===== config.mk =====
export PLATFORM = sky130hd
export DESIGN_NAME = flag_arith_unit
export DESIGN_NICKNAME = d
export VERILOG_FILES = /design/src/rtl/fsau_pkg.sv /design/src/rtl/fsau_ctrl.sv /design/src/rtl/fsau_dp.sv /design/src/rtl/flag_arith_unit.sv
export SDC_FILE = /design/constraint.sdc
export NUM_CORES = 1
export LEC_CHECK = 0
export BUFFER_PORTS_ARGS = -buffer_cell sky130_fd_sc_hd__buf_2
export CAP_MARGIN = 25
export CORE_MARGIN = 1.5
export CORE_UTILIZATION = 45
export DETAILED_ROUTE_END_ITERATION = 10
export HOLD_SLACK_MARGIN = 0.06
export PLACE_DENSITY = 0.69
export SETUP_SLACK_MARGIN = 0.3
export SYNTH_ARGS = -nofsm -noshare
export SYNTH_HDL_FRONTEND = slang
export SYNTH_SLANG_ARGS = --single-unit

===== constraint.sdc =====
create_clock -name clk -period 5.9 [get_ports clk]
set_input_delay 0 -clock clk [delete_from_list [all_inputs] [get_ports clk]]
set_output_delay 0 -clock clk [all_outputs]
set_load 0.01 [all_outputs]

===== src/rtl/fsau_pkg.sv =====
`timescale 1ns/1ps
package fsau_pkg;

  typedef enum logic [1:0] {
    OP_ADD = 2'b00,
    OP_ADC = 2'b01,
    OP_SUB = 2'b10,
    OP_SBC = 2'b11
  } opKind_e;

  // Strobes from control to datapath.
  typedef struct packed {
    logic loadRes;
    logic loadFlags;
    logic doSub;
    logic cin;
  } strobes_t;

  typedef struct packed {
    logic n;
    logic z;
    logic c;
    logic v;
  } flags_t;

  localparam int CARRY_BEHAV  = 0;
  localparam int CARRY_RIPPLE = 1;

endpackage


===== src/rtl/fsau_ctrl.sv =====
`timescale 1ns/1ps
module fsau_ctrl
  import fsau_pkg::*;
(
  input  logic     clk,
  input  logic     rstN,
  input  logic     inVld,
  input  logic [1:0] op,
  input  logic     setFlags,
  input  logic     storedC,
  output strobes_t strb,
  output logic     resVld
);

  opKind_e opKind;
  assign opKind = opKind_e'(op);

  always_comb begin
    strb.loadRes   = inVld;
    strb.loadFlags = inVld & setFlags;
    case (opKind)
      OP_ADD: begin strb.doSub = 1'b0; strb.cin = 1'b0;    end
      OP_ADC: begin strb.doSub = 1'b0; strb.cin = storedC; end
      OP_SUB: begin strb.doSub = 1'b1; strb.cin = 1'b1;    end
      default: begin strb.doSub = 1'b1; strb.cin = storedC; end
    endcase
  end

  always_ff @(posedge clk) begin
    if (!rstN) resVld <= 1'b0;
    else       resVld <= inVld;
  end

  AST_RES_LATENCY: assert property (@(posedge clk) disable iff (!rstN)
    $past(inVld) |-> resVld);

  AST_RES_IDLE: assert property (@(posedge clk) disable iff (!rstN)
    !$past(inVld) |-> !resVld);

endmodule


===== src/rtl/fsau_dp.sv =====
`timescale 1ns/1ps
module fsau_dp
  import fsau_pkg::*;
#(
  parameter int WIDTH       = 32,
  parameter int CARRY_STYLE = CARRY_BEHAV
) (
  input  logic             clk,
  input  logic             rstN,
  input  strobes_t         strb,
  input  logic [WIDTH-1:0] opA,
  input  logic [WIDTH-1:0] opB,
  output logic [WIDTH-1:0] resultQ,
  output flags_t           flagsQ
);

  localparam int MSB = WIDTH - 1;

  logic [WIDTH-1:0] bOp;
  logic [WIDTH-1:0] sumBits;
  logic             carryOut;
  flags_t           flagsD;

  // Subtraction adds the inverted operand; the carry-in supplies the +1.
  assign bOp = strb.doSub ? ~opB : opB;

  generate
    if (CARRY_STYLE == CARRY_RIPPLE) begin : gRipple
      logic [WIDTH:0] chain;
      assign chain[0] = strb.cin;
      for (genvar i = 0; i < WIDTH; i++) begin : gBit
        assign sumBits[i]  = opA[i] ^ bOp[i] ^ chain[i];
        assign chain[i+1]  = (opA[i] & bOp[i]) | (chain[i] & (opA[i] ^ bOp[i]));
      end
      assign carryOut = chain[WIDTH];
    end else begin : gBehav
      logic [WIDTH:0] wide;
      assign wide     = {1'b0, opA} + {1'b0, bOp} + {{WIDTH{1'b0}}, strb.cin};
      assign sumBits  = wide[MSB:0];
      assign carryOut = wide[WIDTH];
    end
  endgenerate

  always_comb begin
    flagsD.n = sumBits[MSB];
    flagsD.z = (sumBits == '0);
    flagsD.c = carryOut;
    flagsD.v = ~(opA[MSB] ^ bOp[MSB]) & (opA[MSB] ^ sumBits[MSB]);
  end

  always_ff @(posedge clk) begin
    if (!rstN) begin
      resultQ <= '0;
      flagsQ  <= '0;
    end else begin
      if (strb.loadRes)   resultQ <= sumBits;
      if (strb.loadFlags) flagsQ  <= flagsD;
    end
  end

  AST_NEG_ZERO: assert property (@(posedge clk) disable iff (!rstN)
    $past(strb.loadFlags) |->
      (flagsQ.n == resultQ[MSB]) && (flagsQ.z == (resultQ == '0)));

  AST_ADD_CARRY: assert property (@(posedge clk) disable iff (!rstN)
    $past(strb.loadFlags && !strb.doSub) |->
      (flagsQ.c == ($past(strb.cin) ? (resultQ <= $past(opA)) : (resultQ < $past(opA)))));

  AST_SUB_CARRY: assert property (@(posedge clk) disable iff (!rstN)
    $past(strb.loadFlags && strb.doSub) |->
      (flagsQ.c == ($past(strb.cin) ? ($past(opA) >= $past(opB)) : ($past(opA) > $past(opB)))));

  AST_OVERFLOW: assert property (@(posedge clk) disable iff (!rstN)
    $past(strb.loadFlags) |->
      (flagsQ.v == ($past(strb.doSub)
        ? (($past(opA[MSB]) ^ $past(opB[MSB])) & ($past(opA[MSB]) ^ resultQ[MSB]))
        : (~($past(opA[MSB]) ^ $past(opB[MSB])) & ($past(opA[MSB]) ^ resultQ[MSB])))));

  AST_FLAGS_HOLD: assert property (@(posedge clk) disable iff (!rstN)
    !$past(strb.loadFlags) |-> $stable(flagsQ));

endmodule


===== src/rtl/flag_arith_unit.sv =====
`timescale 1ns/1ps
module flag_arith_unit
  import fsau_pkg::*;
#(
  parameter int WIDTH       = 32,
  parameter int CARRY_STYLE = CARRY_BEHAV
) (
  input  logic             clk,
  input  logic             rstN,
  input  logic             inVld,
  input  logic [1:0]       op,
  input  logic             setFlags,
  input  logic [WIDTH-1:0] opA,
  input  logic [WIDTH-1:0] opB,
  output logic [WIDTH-1:0] result,
  output logic             resVld,
  output logic             flagN,
  output logic             flagZ,
  output logic             flagC,
  output logic             flagV
);

  strobes_t strb;
  flags_t   flagsQ;

  fsau_ctrl uCtrl (
    .clk      (clk),
    .rstN     (rstN),
    .inVld    (inVld),
    .op       (op),
    .setFlags (setFlags),
    .storedC  (flagsQ.c),
    .strb     (strb),
    .resVld   (resVld)
  );

  fsau_dp #(.WIDTH(WIDTH), .CARRY_STYLE(CARRY_STYLE)) uDp (
    .clk     (clk),
    .rstN    (rstN),
    .strb    (strb),
    .opA     (opA),
    .opB     (opB),
    .resultQ (result),
    .flagsQ  (flagsQ)
  );

  assign flagN = flagsQ.n;
  assign flagZ = flagsQ.z;
  assign flagC = flagsQ.c;
  assign flagV = flagsQ.v;

  AST_RESET_CLEAR: assert property (@(posedge clk)
    !$past(rstN) |-> !resVld && !flagN && !flagZ && !flagC && !flagV);

endmodule


==> results of run 1 <==
-- report_power, final --
part	switching (uW)	total, uW	internal (uW)	leakage [uW]
clock	103	184	81.8	0.0000439
combinational	303	524	220	0.00164
sequential	19.2	303	284	0.000306
total	425	1010	586	0.00199
-- tightest hold or removal path, delay by kind of cell --
kind                   cells  cell delay, ns
AOI/OAI and AO/OA          2            0.21
buffers and inverters      1            0.12
-- registers in the layout (all words and copies together) (netlist names) --
name          count
uCtrl.resVld      1
uDp.flagsQ        4
uDp.resultQ      32
-- synth_stat cells, types with 4 or more instances --
cell / instances / area (sq um)
a211oi_1: 6 / 45.04
a21o_1: 7 / 52.55
a21oi_1: 29 / 145.1
a31oi_1: 8 / 50.05
and2_1: 4 / 25.02
buf_2: 6 / 30.03
clkbuf_1: 10 / 37.54
dfxtp_1: 37 / 740.7
ha_1: 31 / 387.9
inv_1: 11 / 41.29
mux2i_1: 22 / 220.2
nand2_1: 19 / 71.32
nand2b_1: 4 / 25.02
nand3_1: 11 / 55.05
nand4_1: 9 / 56.30
nand4b_1: 4 / 35.03
nor2_1: 52 / 195.2
nor2b_1: 8 / 50.05
nor3_1: 10 / 50.05
nor4_1: 4 / 25.02
o211ai_1: 5 / 37.54
o21a_1: 9 / 67.56
o21ai_0: 17 / 85.08
or3_1: 5 / 31.28
xnor2_1: 12 / 105.1
xor2_1: 44 / 385.4
-- per-stage QoR --
| step | instance area (sq um) | hold WS (ns) | total power, uW | util, % |
|---|---|---|---|---|
| floorplan | 3561 | 0.1175 | 678.6 | - |
| global placement | 4148 | 0.2961 | 817.6 | 53.96 |
| detailed placement | 4148 | 0.3061 | 824.5 | 53.96 |
| CTS | 4254 | 0.09847 | 1010 | 55.34 |
| global route | 4254 | 0.1102 | 1084 | 55.34 |
| finish | 4254 | 0.09932 | 1011 | 55.34 |
-- worst max path at each step --
stage / cells past startpoint / from / to
floorplan: 15 / op[1] / uDp.flagsQ[2]$_SDFFE_PN0P_
global placement: 14 / op[1] / uDp.flagsQ[2]$_SDFFE_PN0P_
detailed placement: 14 / op[1] / uDp.flagsQ[2]$_SDFFE_PN0P_
CTS: 14 / op[1] / uDp.flagsQ[2]$_SDFFE_PN0P_
global route: 14 / op[1] / uDp.flagsQ[2]$_SDFFE_PN0P_
finish: 14 / op[1] / uDp.flagsQ[2]$_SDFFE_PN0P_
-- routing by layer --
layer	global-route usage (%)	up-vias	share of wire, %
met3	3.151	24	5.6
met4	8.718	0	3.1
met5	0	-	0
met2	34.69	133	43
li1	-	1805	-
met1	31.47	1615	48
-- cell type report --
cell class / instances / area (sq um) / share of cell area, %
Clock buffer: 5 / 68.82 / 1.618
Tap cell: 102 / 127.6 / 3.000
Clock inverter: 3 / 17.52 / 0.4118
Multi-Input combinational cell: 372 / 2689 / 63.21
Sequential cell: 37 / 740.7 / 17.41
Inverter: 14 / 52.55 / 1.235
Timing Repair Buffer: 109 / 558.0 / 13.12
-- cells by family after synthesis --
group,count (synthesis),synth area share [%]
buffers and inverters,33,3.690
and+or+nand+nor,144,20.63
AOI/OAI and AO/OA,117,22.91
xor gates and xnor gates,56,13.77
adders and majority gates,33,12.02
muxes,22,6.184
DFF,37,20.80
-- repair_timing --
item / in CTS / in global routing
hold buffers: 2 / 0
hold endpoints to repair: 4 / 0
resized for setup: 0 / 0
==> summary.md, run 1 <==
| Metric | Value |
|---|---|
| Status | `finished clean` |
| Slowest stage delay, CP | `0.69 ns` |
| Reg2Reg Setup Slack | `2.75 ns` |
| Power density cells | `237.7 mW/mm^2` |
| Net count, final | `642` |
| # port buffers | `106` |
| Tightest Hold Check Type | `in2reg` |
| Mapped cell area | `0.003561 sq mm` |
| Rows | `32` |
| Worst r2r src | `uDp.flagsQ[1]$_SDFFE_PN0P_` |
| Hold Path Sink | `uDp.flagsQ[1]$_SDFFE_PN0P_` |
| Final Worst Setup Slack | `2.623 ns` |
| Post-route antenna net violation count | `0` |
| Max-Cap Viols | `0` |
| Filler Cells Inserted | `768` |
| RR Endpoint | `uDp.flagsQ[2]$_SDFFE_PN0P_` |
| HP Start | `setFlags` |
| Vias in the first global route | `3309` |
| Avg WL per Cell | `14.56 um` |
| Mean post-synth cell area | `8.056 sq um` |
| Worst vdd ir | `88.84 uV` |
| Setup CP Type | `in2reg` |
| Clock slew at reported path FFs | `0.08 ns` |
| # IOs | `107` |
| Critical Path Slowest Stage Cell | `buf_2` |
| CTS Buf Count | `5` |
| Reg2Reg Depth | `13` |
| Commonest cells after routing, fill and taps aside | `buf_2, nor2_1, xor2_1` |
| Hold path cells | `3` |
| Async SR Flop Fraction | `0%` |
| Largest net degree at the start of global routing | `39` |
| GRT overflow | `0` |
| Initial antenna violation count | `0` |
| Max Fanout on Critical Path | `33` |
| First-pass detailed-route iteration total | `4` |
| Final period util | `55.55%` |
| Finished Layout Cells | `642` |
| Core area | `0.007687 sq mm` |
| Post-CTS Setup Bufs | `0` |
| Most common cell after layout, fill and taps aside | `buf_2` |
| Die area | `0.008456 sq mm` |
| Hpwl dp | `7.376 mm` |
| Unrepaired setup endpoints after global routing | `false` |
| DRC violations left | `0` |
| First-iteration detailed-routing DRC count | `170` |
| Setup TNS | `0 ns` |
| Kind of cell adding the most delay to the critical path | `compound AO/OA/AOI/OAI gates` |
| Rel. slew slack | `36.91%` |
| Syn nets | `545` |
| Hold Vio Cnt, Final | `0` |
| Fmax achieved | `305.1 MHz` |
| P_leak | `0.001992 uW` |
| Synth Register Bits | `37` |
| Via Count | `3577` |
| Share of cells above drive strength 1 | `23.15%` |
| CTS Sinks | `37` |
| Min Tclk post-route | `3.277 ns` |
| P&R area growth vs syn | `19.47%` |
| Root buffer cell | `clkbuf_8` |
| Final setup viols | `0` |
| H-tree levels | `2` |
| EDFF count, synth | `0` |
| Final wirelength | `9.350 mm` |
| Part of the Yosys area used for sequential elements | `20.80%` |
| CTS tree | `done` |
| Clk buf depth | `2` |
| Diode count | `0` |
| Vias/cell | `5.572` |
| Worst-Margin Slew | `0.9464 ns` |
| Number of synthesis warnings | `0` |
| Pre-CTS setup slack | `2.253 ns` |
| Dpl cells | `632` |
| Critical path data required time | `6.13 ns` |
| Worst setup SP type | `input port` |
| Critical Path, Cell by Cell | `buf_2 -> xnor2_1 -> fa_1 -> fa_1 -> nand2b_1 -> a21oi_1 -> o31ai_2 -> a21oi_1 -> o221ai_1 -> xor2_1 -> a21boi_0 -> and4b_1 -> nand4b_1 -> o21ai_1` |
| Crit path arrival time | `3.51 ns` |
| Initial Util | `46.32%` |
| Total GRT Usage | `22.47%` |
| Die X | `91.96 um` |
| Crit end category | `flop` |
| Unique masters post-synth | `65` |
| Vert. Die Dim | `91.96 um` |
| Worst path bufs/invs | `1` |
| Synth Flop Type | `dfxtp_1` |
| Layout Skew | `0.01613 ns` |
| Final Max Tran Viols | `0` |
| GP Congestion | `0.9134` |
| Cells after Synth | `442` |
| Worst-Skew Late Latency | `0.30 ns` |
| First-pass GRT wire length | `15.49 mm` |
Power figures use the tool's default switching activity.
==> run 2: changes to the inputs <==
==> constraint.sdc (replaced) <==
create_clock -name clk -period 3.1 [get_ports clk]
set_input_delay 0 -clock clk [delete_from_list [all_inputs] [get_ports clk]]
set_output_delay 0 -clock clk [all_outputs]
set_load 0.01 [all_outputs]
==> summary.md, run 2 (synthesis gave the netlist of run 1 again) <==
| Metric | Value |
|---|---|
| Max-Cap Viols | `0` |
| Register name with the most flops | `uDp.resultQ` |
| Crit end category | `flop` |
| Vias/cell | `5.461` |
| Register area | `742.0 sq um` |
| Worst-Skew Late Latency | `0.31 ns` |
| CTS Buf Count | `5` |
| Final wirelength | `10.00 mm` |
| Fmax achieved | `341.6 MHz` |
| Final hold slack | `0.1608 ns` |
| Rel. slew slack | `57.15%` |
| Die X | `91.96 um` |
| Unrepaired setup endpoints after global routing | `true` |
| Post-route antenna net violation count | `0` |
| Worst-Margin Slew | `0.6388 ns` |
| Hold path cells | `3` |
| Root buffer cell | `clkbuf_8` |
| Avg WL per Cell | `14.84 um` |
| Hold Vio Cnt, Final | `0` |
| Initial Util | `46.32%` |
| Final period util | `94.42%` |
| Largest net degree at the start of global routing | `38` |
| Net switching power | `872.7 uW` |
| Vert. Die Dim | `91.96 um` |
| Comb power frac | `54.9%` |
| Net count, final | `674` |
| H-tree levels | `2` |
| First-pass GRT wire length | `16.13 mm` |
| CTS Sinks | `37` |
| Final Max Tran Viols | `0` |
| Int Pwr | `1210 uW` |
| Worst setup SP type | `flop` |
| Share of cells above drive strength 1 | `31.64%` |
| Switching portion of total power | `41.90%` |
| Tightest Hold Check Type | `in2reg` |
| Initial antenna violation count | `0` |
| Filler Cells Inserted | `736` |
| Setup CP Type | `reg2reg` |
| First-iteration detailed-routing DRC count | `123` |
| CTS tree | `done` |
| Rows | `32` |
| Min Tclk post-route | `2.927 ns` |
| Multi-input logic area | `0.002835 sq mm` |
| Clk buf depth | `2` |
| Die area | `0.008456 sq mm` |
| Regs by FF count | `uDp.resultQ x32, uDp.flagsQ x4, uCtrl.resVld x1` |
| Reg power frac | `27.8%` |
| Critical path data required time | `3.34 ns` |
| DRC violations left | `0` |
| GP Congestion | `0.8836` |
| Max Fanout on Critical Path | `5` |
| Final Total Pwr | `2083 uW` |
| Power density cells | `446.9 mW/mm^2` |
| # port buffers | `106` |
| Total GRT Usage | `23.46%` |
| Diode count | `0` |
| Final Cell Area | `0.004661 sq mm` |
| Worst vdd ir | `163.5 uV` |
| Clock slew at reported path FFs | `0.08 ns` |
| Status | `finished clean` |
| Hpwl dp | `7.937 mm` |
| P&R area growth vs syn | `30.89%` |
| First-pass detailed-route iteration total | `4` |
| Most common cell after layout, fill and taps aside | `buf_2` |
| Dpl cell area | `0.004329 sq mm` |
| Layout Skew | `0.006343 ns` |
| Vias in the first global route | `3438` |
| GRT overflow | `0` |
| Reg2Reg Depth | `15` |
| Commonest cells after routing, fill and taps aside | `buf_2, nor2_1, xor2_1` |
| Via Count | `3681` |
| Final setup viols | `0` |
| # IOs | `107` |
| Crit path arrival time | `3.16 ns` |
| Number of flip-flops under the largest register name | `32` |
| Core area | `0.007687 sq mm` |
| P_leak | `0.002181 uW` |
| Clk pwr share | `17.3%` |
[run 2: cell types whose count changed in the layout (fill, tap and decap cells not counted), sizes merged]
cell and delta:
buf +31, dlygate4sd3 +1, inv +1, clkinv -1
[run 2: final cells by class]
class	instances	share of cell area, %
Clock buffer	5	1.477
Clock inverter	3	0.4564
Inverter	14	1.128
Multi-Input combinational cell	372	60.83
Sequential cell	37	15.92
Tap cell	102	2.738
Timing Repair Buffer	141	17.45
[run 2: worst paths after layout]
path                                                  from                         end  slack, ns
worst max-delay path            uDp.flagsQ[1]$_SDFFE_PN0P_  uDp.flagsQ[2]$_SDFFE_PN0P_       0.17
worst min-delay path                              setFlags  uDp.flagsQ[1]$_SDFFE_PN0P_       0.16
worst max register to register  uDp.flagsQ[1]$_SDFFE_PN0P_  uDp.flagsQ[2]$_SDFFE_PN0P_       0.17
worst min register to register  uDp.flagsQ[2]$_SDFFE_PN0P_  uDp.flagsQ[2]$_SDFFE_PN0P_       0.48
[run 2: what timing repair did]
action | 4_1_cts | 5_1_grt
pin swaps | 10 | 21
gates resized for setup | 14 | 18
setup endpoints to repair | 5 | 8
hold buffers | 3 | 0
setup buffers | 1 | 8
endpoints found under the hold margin | 5 | 0
[run 2: layer usage]
| metal | global-route usage [%] | vias to the layer above | wire (um) |
|---|---|---|---|
| li1 | - | 1867 | - |
| met1 | 31.39 | 1709 | 4694 |
| met2 | 38.89 | 95 | 4732 |
| met3 | 3.731 | 10 | 464 |
| met4 | 6.538 | 0 | 111 |
| met5 | 0 | - | 0 |
[run 2: power groups by stage]
stage	combinational, uW	sequential (uW)	clock, uW
CTS	1080	577	369
detailed placement	1040	587	0
global placement	1030	586	0
floorplan	683	612	0
finish	1140	578	360
global route	1260	585	394
[run 2: critical path: stages, from the launching register on]
cell	delay [ns]
dfxtp_2	0.34
mux2i_1	0.08
fa_2	0.36
buf_4	0.15
nor2b_4	0.11
o31a_1	0.25
o31ai_4	0.14
a211oi_2	0.33
buf_4	0.17
nor3_2	0.03
buf_4	0.16
nand4b_1	0.11
o311a_4	0.22
a21boi_1	0.17
nand4b_1	0.10
o21ai_1	0.12
[run 2: through the flow]
| step | setup TNS (ns) | worst slack [ns] | utilization [%] | cells |
|---|---|---|---|---|
| after global placement | 0 | 0.008443 | 56.32 | 654 |
| after global routing | 0 | 0.006442 | 60.63 | 674 |
| after floorplan | 0 | 0.3148 | - | 442 |
| after detailed placement | -0.01345 | -0.01345 | 56.32 | 654 |
| after CTS | 0 | 0.1687 | 58.87 | 666 |
| final | 0 | 0.1729 | 60.63 | 674 |
